### config.mk
export PLATFORM = sky130hd
export DESIGN_NAME = swallow_fb_divider
export DESIGN_NICKNAME = d
export VERILOG_FILES = /design/src/rtl/swd_pkg.sv /design/src/rtl/swd_prescaler.sv /design/src/rtl/swd_swallow_ctr.sv /design/src/rtl/swd_main_ctr.sv /design/src/rtl/swallow_fb_divider.sv
export SDC_FILE = /design/constraint.sdc
export NUM_CORES = 1
export LEC_CHECK = 0
export ABC_AREA = 0
export BUFFER_PORTS_ARGS = -buffer_cell sky130_fd_sc_hd__buf_2
export CAP_MARGIN = 20
export CORE_UTILIZATION = 40
export CTS_CLUSTER_DIAMETER = 30
export DETAILED_ROUTE_END_ITERATION = 8
export SYNTH_ARGS = -nofsm -noshare
export SYNTH_HDL_FRONTEND = slang
export SYNTH_SLANG_ARGS = --single-unit
### constraint.sdc
create_clock -name clk -period 5.9 [get_ports clk]
set_clock_uncertainty 0.15 [all_clocks]
set_input_delay 0.59 -clock clk [delete_from_list [all_inputs] [get_ports clk]]
set_output_delay 0.59 -clock clk [all_outputs]
set_load 0.01 [all_outputs]
### src/rtl/swd_pkg.sv
package swd_pkg;

  // Prescaler base selection, encoded as the pre_sel input bit.
  typedef enum logic {
    MODE_LARGE = 1'b0,
    MODE_SMALL = 1'b1
  } pre_mode_e;

  // Base modulus P for a given mode.
  function automatic int unsigned swd_base(pre_mode_e mode, int unsigned lg_small,
                                           int unsigned lg_large);
    return (mode == MODE_SMALL) ? (32'd1 << lg_small) : (32'd1 << lg_large);
  endfunction

  // Length of one prescaler step in input cycles: P, or P+1 while swallowing.
  function automatic int unsigned swd_step_len(pre_mode_e mode, logic swallow,
                                               int unsigned lg_small, int unsigned lg_large);
    return swd_base(mode, lg_small, lg_large) + 32'(swallow);
  endfunction

  // Whole feedback ratio N = P*B + A.
  function automatic int unsigned swd_ratio(pre_mode_e mode, int unsigned a, int unsigned b,
                                            int unsigned lg_small, int unsigned lg_large);
    return swd_base(mode, lg_small, lg_large) * b + a;
  endfunction

endpackage

### src/rtl/swd_prescaler.sv
module swd_prescaler
  import swd_pkg::*;
#(
  parameter int unsigned P_LG_SMALL = 5,
  parameter int unsigned P_LG_LARGE = 6
) (
  input  logic      clk,
  input  logic      rst_n,
  input  logic      load,
  input  pre_mode_e mode_in,
  input  logic      swallow,
  output logic      step_tc,
  output pre_mode_e mode_q
);
  localparam int unsigned PC_W = P_LG_LARGE + 1;

  logic [PC_W-1:0] pc;
  logic [PC_W-1:0] term;

  // Last count of the current step: P-1, or P while the swallow counter is live.
  always_comb term = PC_W'(swd_step_len(mode_q, swallow, P_LG_SMALL, P_LG_LARGE) - 32'd1);

  assign step_tc = (pc == term);

  always_ff @(posedge clk or negedge rst_n) begin
    if (!rst_n) begin
      pc     <= '0;
      mode_q <= MODE_LARGE;
    end else if (load) begin
      pc     <= '0;
      mode_q <= mode_in;
    end else if (step_tc) begin
      pc <= '0;
    end else begin
      pc <= pc + PC_W'(1);
    end
  end
endmodule

### src/rtl/swd_swallow_ctr.sv
module swd_swallow_ctr #(
  parameter int unsigned A_W = 7
) (
  input  logic           clk,
  input  logic           rst_n,
  input  logic           load,
  input  logic           step,
  input  logic [A_W-1:0] a_in,
  output logic           swallow
);
  logic [A_W-1:0] a_cnt;

  assign swallow = (a_cnt != '0);

  always_ff @(posedge clk or negedge rst_n) begin
    if (!rst_n) begin
      a_cnt <= '0;
    end else if (load) begin
      a_cnt <= a_in;
    end else if (step && swallow) begin
      a_cnt <= a_cnt - A_W'(1);
    end
  end
endmodule

### src/rtl/swd_main_ctr.sv
module swd_main_ctr #(
  parameter int unsigned B_W = 11
) (
  input  logic           clk,
  input  logic           rst_n,
  input  logic           load,
  input  logic           step,
  input  logic [B_W-1:0] b_in,
  output logic           b_last
);
  logic [B_W-1:0] b_cnt;

  // Counts remaining prescaler steps; zero marks the final step of the period.
  assign b_last = (b_cnt == '0);

  always_ff @(posedge clk or negedge rst_n) begin
    if (!rst_n) begin
      b_cnt <= '0;
    end else if (load) begin
      b_cnt <= b_in - B_W'(1);
    end else if (step) begin
      b_cnt <= b_cnt - B_W'(1);
    end
  end
endmodule

### src/rtl/swallow_fb_divider.sv
module swallow_fb_divider
  import swd_pkg::*;
#(
  parameter int unsigned A_W        = 7,
  parameter int unsigned B_W        = 11,
  parameter int unsigned P_LG_SMALL = 5,
  parameter int unsigned P_LG_LARGE = 6
) (
  input  logic           clk,
  input  logic           rst_n,
  input  logic           run_en,
  input  logic           pre_sel,
  input  logic [A_W-1:0] swallow_a,
  input  logic [B_W-1:0] main_b,
  output logic           fp,
  output logic           mod_hi
);
  // Named internal events, also observed by the bound checker.
  logic      primed;
  logic      hold_start;
  logic      period_end;
  logic      step_tc;
  logic      swallow;
  logic      b_last;
  logic      load;
  pre_mode_e mode_q;

  assign hold_start = !run_en || !primed;
  assign period_end = !hold_start && step_tc && b_last;
  assign load       = hold_start || period_end;

  always_ff @(posedge clk or negedge rst_n) begin
    if (!rst_n) begin
      primed <= 1'b0;
      fp     <= 1'b0;
    end else begin
      primed <= 1'b1;
      fp     <= period_end;
    end
  end

  swd_prescaler #(
    .P_LG_SMALL(P_LG_SMALL),
    .P_LG_LARGE(P_LG_LARGE)
  ) u_presc (
    .clk    (clk),
    .rst_n  (rst_n),
    .load   (load),
    .mode_in(pre_mode_e'(pre_sel)),
    .swallow(swallow),
    .step_tc(step_tc),
    .mode_q (mode_q)
  );

  swd_swallow_ctr #(.A_W(A_W)) u_swallow (
    .clk    (clk),
    .rst_n  (rst_n),
    .load   (load),
    .step   (step_tc),
    .a_in   (swallow_a),
    .swallow(swallow)
  );

  swd_main_ctr #(.B_W(B_W)) u_main (
    .clk   (clk),
    .rst_n (rst_n),
    .load  (load),
    .step  (step_tc),
    .b_in  (main_b),
    .b_last(b_last)
  );

  assign mod_hi = swallow;
endmodule

==> flow_summary.ini, run 1 <==
[die]
dieWidth_um = 68.7
num_rows = 23
start_util_pct = 42.9
core_area_mm2 = 0.00414
die_h_um = 68.7
io_pins = 24
dieArea_mm2 = 0.00472

[global_routing]
grt-ovfl-total = 0
grtUsageTotal_pct = 19.8
grt_pass1_vias = 1433
grt_pass1_wl_um = 6920
antenna_found_initial = 0
grt_max_degree = 29

[layout]
layout-drive-gt1-share_pct = 15.2
nNetsFinal = 251
area_growth_pct = 12.4
final_common_cell = dfrtp_1
fillers = 411
n_antenna_cell = 0
layout_common_cells = dfrtp_1 (28), nand2_1 (26), nor2_1 (23), buf_2 (23), xnor2_1 (13)

[detailed_routing]
wirelength_um = 4060
ant_nets = 0
drt_iter0_markers = 91
drtPass1Iterations = 4
num_vias = 1501
drc = 0
viasPerCell = 5.48
wl_per_cell_um = 14.8

[clocking]
clock-sinks = 28
cts-root-buf = clkbuf_8
cts_inserted_buffers = 3
postCtsHoldBufs = 0
post_cts_buffers = 0
cts_buffer_depth = 2
cts_tree = done
ctsResizeCount = 0
ctsHtreeMaxLevel = 1
clk-insertion-delay-late_ns = 0.27
clkTransAtPathRegs_ns = 0.10

[sta]
hold_viol = 0
tightest_slew_ns = 0.842
finalSetupViolCount = 0
maxSlewViolCount = 0
timing.fmax_mhz = 232
setup_tns_ns = 0
rsz0062_at_grt = no
fin_crit_ns = 4.31
period_share_pct = 73.1
max-slew-margin-rel_pct = 43.5

[synthesis]
synth-edff-count = 0
synth_compound_area_share_pct = 16.2
syn-num-nets = 228
yosysSeqAreaShare_pct = 39.4
synth_ff_type = dfrtp_1
syn_inst = 202
synthDistinctLibCells = 51
synth_top_family_by_area = simple AND/OR/NAND/NOR gates
synth_warnings = 0
synthMuxAreaShare_pct = 3.09
ys_seq_elements = 28
synthSimpleGateAreaFrac_pct = 26.3
netlist_area_mm2 = 0.00178
avgSynthCellArea_um2 = 8.81
synthAdderAreaFrac_pct = 2.81
synth-xor-area-share_pct = 8.86
async_reset_ff_share_pct = 100

[power]
p_per_area_mw_per_mm2 = 232
peakVddDrop_mv = 0.115
p_total_mw = 0.465
power.leakage_nw = 0.841

[setup_path]
worst-endpoint-arrival_ns = 4.34
crit_path_max_fanout = 7
cp.required_ns = 5.92
rr_worst_depth = 16
end_kind = register
start_kind = register
path_class = reg -> reg

[placed_design]
dpl.hpwl_um = 2940
portBuffers = 23
gp_congestion = 0.910

[run]
drv_cap = 0

[hold_path]
hold_path.class = in -> async

[run_status]
run_status = complete, no violations
-- stage by stage --
step	std cells	setup slack, ns	util, %	hold WS [ns]	instance area, um2
after floorplan	202	1.91	-	0.144	1780
after global placement	270	1.77	46.5	0.355	1930
after detailed placement	270	1.64	46.5	0.362	1930
after CTS	274	1.60	48.2	0.199	2000
after global routing	274	1.10	48.2	0.214	2000
final	274	1.59	48.2	0.173	2000
-- synthesized netlist by cell type (all sizes together), types with 4 or more instances --
cell type  instances  share of area (%)
nor2              24                5.5
and2               4                1.4
xor2               5                2.5
nor4               5                2.1
xnor2             13                6.4
o21ai             14                3.9
nand4              5                1.8
mux2i              4                2.5
nor3               7                2.0
ha                 4                2.8
a31oi              6                2.1
a21oi              7                2.0
or4                4                1.9
nand2             26                5.5
inv                5                1.1
dfrtp             28                 39
nand3              6                1.7
buf                4                1.6
-- worst max-delay path, cell delays in order (launching register included) --
cell,delay [ns]
dfrtp_1,0.41
inv_1,0.10
ha_1,0.16
nor3b_1,0.30
nand3b_1,0.30
ha_1,0.37
xnor2_1,0.18
nand2_1,0.16
o31ai_4,0.40
mux2i_1,0.23
ha_1,0.27
nor3b_1,0.35
inv_1,0.11
nor3_1,0.32
nand4_1,0.16
o22ai_1,0.17
nor2_1,0.06
-- flip-flops by register name, indices dropped and copies added (netlist names) --
name             count
u_main.b_cnt        11
u_presc.pc           7
u_swallow.a_cnt      7
fp                   1
primed               1
u_presc.mode_q       1
-- logic make-up after synthesis --
logic type	after synthesis
AND/OR/NAND/NOR	92
AO/OA/AOI/OAI	43
flip-flops	28
XOR/XNOR	18
buffers and inverters	11
multiplexers	5
adder cells (fa/ha/maj)	4
other	1
-- metal layers --
layer | track usage [%] | share of wire (%) | vias up | wire (um)
met4 | 4.34 | 0.52 | 0 | 21
met1 | 27.6 | 50 | 697 | 2010
met2 | 31.9 | 46 | 28 | 1890
met5 | 0 | 0 | - | 0
li1 | - | - | 774 | -
met3 | 3.78 | 3.4 | 2 | 139
-- worst paths after layout --
check	startpoint	slack [ns]	end
worst max-delay path	u_swallow.a_cnt[0]$_DFFE_PN0P_	1.59	u_main.b_cnt[10]$_DFFE_PN0P_
worst min-delay path	rst_n	0.17	u_presc.pc[4]$_DFF_PN0_
worst max register to register	u_swallow.a_cnt[0]$_DFFE_PN0P_	1.59	u_main.b_cnt[10]$_DFFE_PN0P_
worst min register to register	u_presc.pc[0]$_DFF_PN0_	0.37	u_presc.pc[0]$_DFF_PN0_
max in group asynchronous	rst_n	5.01	u_main.b_cnt[6]$_DFFE_PN0P_
min in group clk	swallow_a[2]	0.36	u_swallow.a_cnt[2]$_DFFE_PN0P_
-- power breakdown --
part / switching (mW) / internal (mW)
sequential: 0.0179 / 0.207
clock: 0.0615 / 0.0909
combinational: 0.0507 / 0.0367
-- area by class of cell --
type,count,area [um2],area share [%]
Clock buffer,3,41.3,2.07
Multi-Input combinational cell,163,1020,51.2
Inverter,5,18.8,0.939
Clock inverter,1,30.0,1.50
Timing Repair Buffer,24,123,6.13
Sequential cell,28,701,35.0
Tap cell,50,62.6,3.13
Note: power is estimated with default switching activity, not from simulation.
==> run 2: changes to the inputs <==
--- a/config.mk
+++ b/config.mk
@@ -5,7 +5,7 @@
 export SDC_FILE = /design/constraint.sdc
 export NUM_CORES = 1
 export LEC_CHECK = 0
-export ABC_AREA = 0
+export ABC_AREA = 1
 export BUFFER_PORTS_ARGS = -buffer_cell sky130_fd_sc_hd__buf_2
 export CAP_MARGIN = 20
 export CORE_UTILIZATION = 40
==> constraint.sdc (replaced) <==
create_clock -name clk -period 3.98 [get_ports clk]
set_clock_uncertainty 0.15 [all_clocks]
set_input_delay 0.398 -clock clk [delete_from_list [all_inputs] [get_ports clk]]
set_output_delay 0.398 -clock clk [all_outputs]
set_load 0.01 [all_outputs]
==> flow_summary.ini, run 2 <==
[setup_path]
end_kind = register
crit_path_max_fanout = 30
cp.required_ns = 4.00
path_common_cell = nand2_1
worst-endpoint-arrival_ns = 3.49
critical-path-max-stage-delay_ns = 0.39
crit_chain = inv_1, ha_1, inv_2, nor2_2, nand3_2, ha_1, inv_1, nand2_1, nand2_1, nor2_1, nand2_1, nor2_2, nand2_4, nand2_4, nand2_1, nand2_2, ha_1, nand3_4, nor2_4, nand2_1, nand3_1, o21ai_1
start_kind = register
path_class = reg -> reg
crit_slowest_cell = dfrtp_1

[layout]
largest_register_ffs = 11
top_register = u_main.b_cnt
area_growth_pct = 12.0
n_antenna_cell = 0
final_common_cell = nand2_1
top_regs = u_main.b_cnt x11, u_presc.pc x7, u_swallow.a_cnt x7
fillers = 462
layout_common_cells = nand2_1 (72), inv_1 (39), dfrtp_1 (28)
nNetsFinal = 305
layout-drive-gt1-share_pct = 18.7

[sta]
timing.fmax_mhz = 289
fin_crit_ns = 3.46
hold_viol = 0
period_share_pct = 87.0
setup_ws_ns = 0.516
max-slew-margin-rel_pct = 56.3
setup_tns_ns = 0
finalSetupViolCount = 0
maxSlewViolCount = 0
tightest_slew_ns = 0.656
rsz0062_at_grt = no

[detailed_routing]
wirelength_um = 3870
num_vias = 1596
drc = 6
wl_per_cell_um = 11.7
ant_nets = 0
viasPerCell = 4.84
drtPass1Iterations = 6
drt_iter0_markers = 58

[synthesis]
syn-num-nets = 280
ys_seq_elements = 28
async_reset_ff_share_pct = 100
synth_compound_area_share_pct = 9.41
synth_common_cells = nand2_1 (72), inv_1 (39), dfrtp_1 (28)
yosysSeqAreaShare_pct = 37.1
synth.most_common_cell = nand2_1
synth_warnings = 0
avgSynthCellArea_um2 = 7.43
synthMuxAreaShare_pct = 0
synth-xor-area-share_pct = 3.71
synth_top_cell_by_area = dfrtp_1
synth_top_family_by_area = simple AND/OR/NAND/NOR gates
synthDistinctLibCells = 33
synth_ff_type = dfrtp_1
synth.area.top_cells = dfrtp_1 (37%), nand2_1 (14%), inv_1 (7.8%)
synth-edff-count = 0
syn_inst = 254
synthSimpleGateAreaFrac_pct = 36.3
netlist_area_mm2 = 0.00189
yosys.area.top_type_share_pct = 37.1
synthAdderAreaFrac_pct = 2.65

[placed_design]
gp_congestion = 0.806
portBuffers = 23
pre_cts_slack_ns = 0.514
dpl.hpwl_um = 2900

[clocking]
clk-insertion-delay-late_ns = 0.29
cts_inserted_buffers = 3
clkTransAtPathRegs_ns = 0.10
clock-sinks = 28
ctsHtreeMaxLevel = 1
post_cts_buffers = 0
cts_tree = done
cts_buffer_depth = 2
cts-root-buf = clkbuf_8

[die]
io_pins = 24
core_area_mm2 = 0.00444
die_h_um = 70.7
start_util_pct = 42.5
dieWidth_um = 70.7
dieArea_mm2 = 0.00500
num_rows = 24

[hold_path]
hold_path.class = in -> reg

[power]
intPower_mw = 0.505
seq_power_share_pct = 45.9
power_frac_clock_pct = 32.4
power.leakage_nw = 1.09
p_per_area_mw_per_mm2 = 343
combinationalPowerShare_pct = 21.7
peakVddDrop_mv = 0.160
p_switching_mw = 0.219
swShare_pct = 30.3

[global_routing]
grt-ovfl-total = 0
grt_max_degree = 31
grt_pass1_wl_um = 6860
antenna_found_initial = 0
grt_pass1_vias = 1532
grtUsageTotal_pct = 17.4

[run_status]
run_status = complete, but fails checks
violations = design-rule violations

[run]
drv_cap = 0
## run 2: cell types whose count changed after synthesis, sizes merged, moves of 5 or more
cell,previous run,this run
nand3,6,20
nand2,26,84
nor4,5,0
a21oi,7,2
a31oi,6,0
inv,5,40
xnor2,13,2
## run 2: cell families (layout without fill, tap and decap cells)
group,Yosys count,count (layout)
other,1,1
adder cells (fa/ha/maj),4,4
flip-flops,28,28
buffers and inverters,47,71
AO/OA/AOI/OAI,26,26
AND/OR/NAND/NOR,140,140
XOR/XNOR,8,8
## run 2: layout make-up
class,instances,area (um2),area share [%]
inverters,42,158,7.46
flip-flops and latches,28,701,33.1
well taps,52,65.1,3.08
repair buffers,25,133,6.27
clock inverters,1,30.0,1.42
clock buffers,3,41.3,1.95
multi-input cells,179,987,46.7
## run 2: final timing paths
path                                                start                      endpoint  slack [ns]  depth (start not counted)
max in group asynchronous                           rst_n  u_main.b_cnt[10]$_DFFE_PN0P_        2.74                          2
setup reg to reg           u_swallow.a_cnt[0]$_DFFE_PN0P_   u_main.b_cnt[6]$_DFFE_PN0P_        0.52                         22
setup / recovery           u_swallow.a_cnt[0]$_DFFE_PN0P_   u_main.b_cnt[6]$_DFFE_PN0P_        0.52                         22
hold / removal                                    pre_sel    u_presc.mode_q$_DFFE_PN0N_        0.17                          3
min in group asynchronous                           rst_n       u_presc.pc[4]$_DFF_PN0_        0.52                          2
hold reg to reg                   u_presc.pc[0]$_DFF_PN0_       u_presc.pc[0]$_DFF_PN0_        0.34                          1
## run 2: layer usage
metal / global-route usage (%) / share of wire, % / routed length, um
met5: 0 / 0 / 0
met3: 2.28 / 3.9 / 152
met4: 6.00 / 1.3 / 51
met2: 28.4 / 45 / 1750
met1: 23.8 / 50 / 1910
## run 2: power by group through the flow
stage / clock (mW) / combinational [mW] / sequential [mW]
2_1_floorplan: 0 / 0.120 / 0.333
5_1_grt: 0.249 / 0.183 / 0.336
6_report: 0.235 / 0.157 / 0.333
4_1_cts: 0.238 / 0.159 / 0.333
3_3_place_gp: 0 / 0.156 / 0.338
3_5_place_dp: 0 / 0.157 / 0.338
## run 2: repair_timing
action | CTS | global route
hold buffers | 1 | 0
hold endpoints to repair | 16 | 0
gates resized for setup | 0 | 0
## run 2: metrics by stage
step	area (um2)	hold WS [ns]	power, mW	cells	util [%]
2_1_floorplan	1890	-0.0476	0.453	254	-
5_1_grt	2110	0.189	0.768	330	47.6
6_report	2110	0.166	0.724	330	47.6
3_3_place_gp	2030	0.311	0.493	325	45.7
3_5_place_dp	2030	0.316	0.496	325	45.7
4_1_cts	2110	0.162	0.730	330	47.6
## run 2: critical path: cells and delay by family (launching register included)
kind                       cells  cell delay [ns]
adders and majority gates      3             0.83
and+or+nand+nor               15             1.71
DFF                            1             0.39
AOI/OAI and AO/OA              1             0.08
buffers and inverters          3             0.19
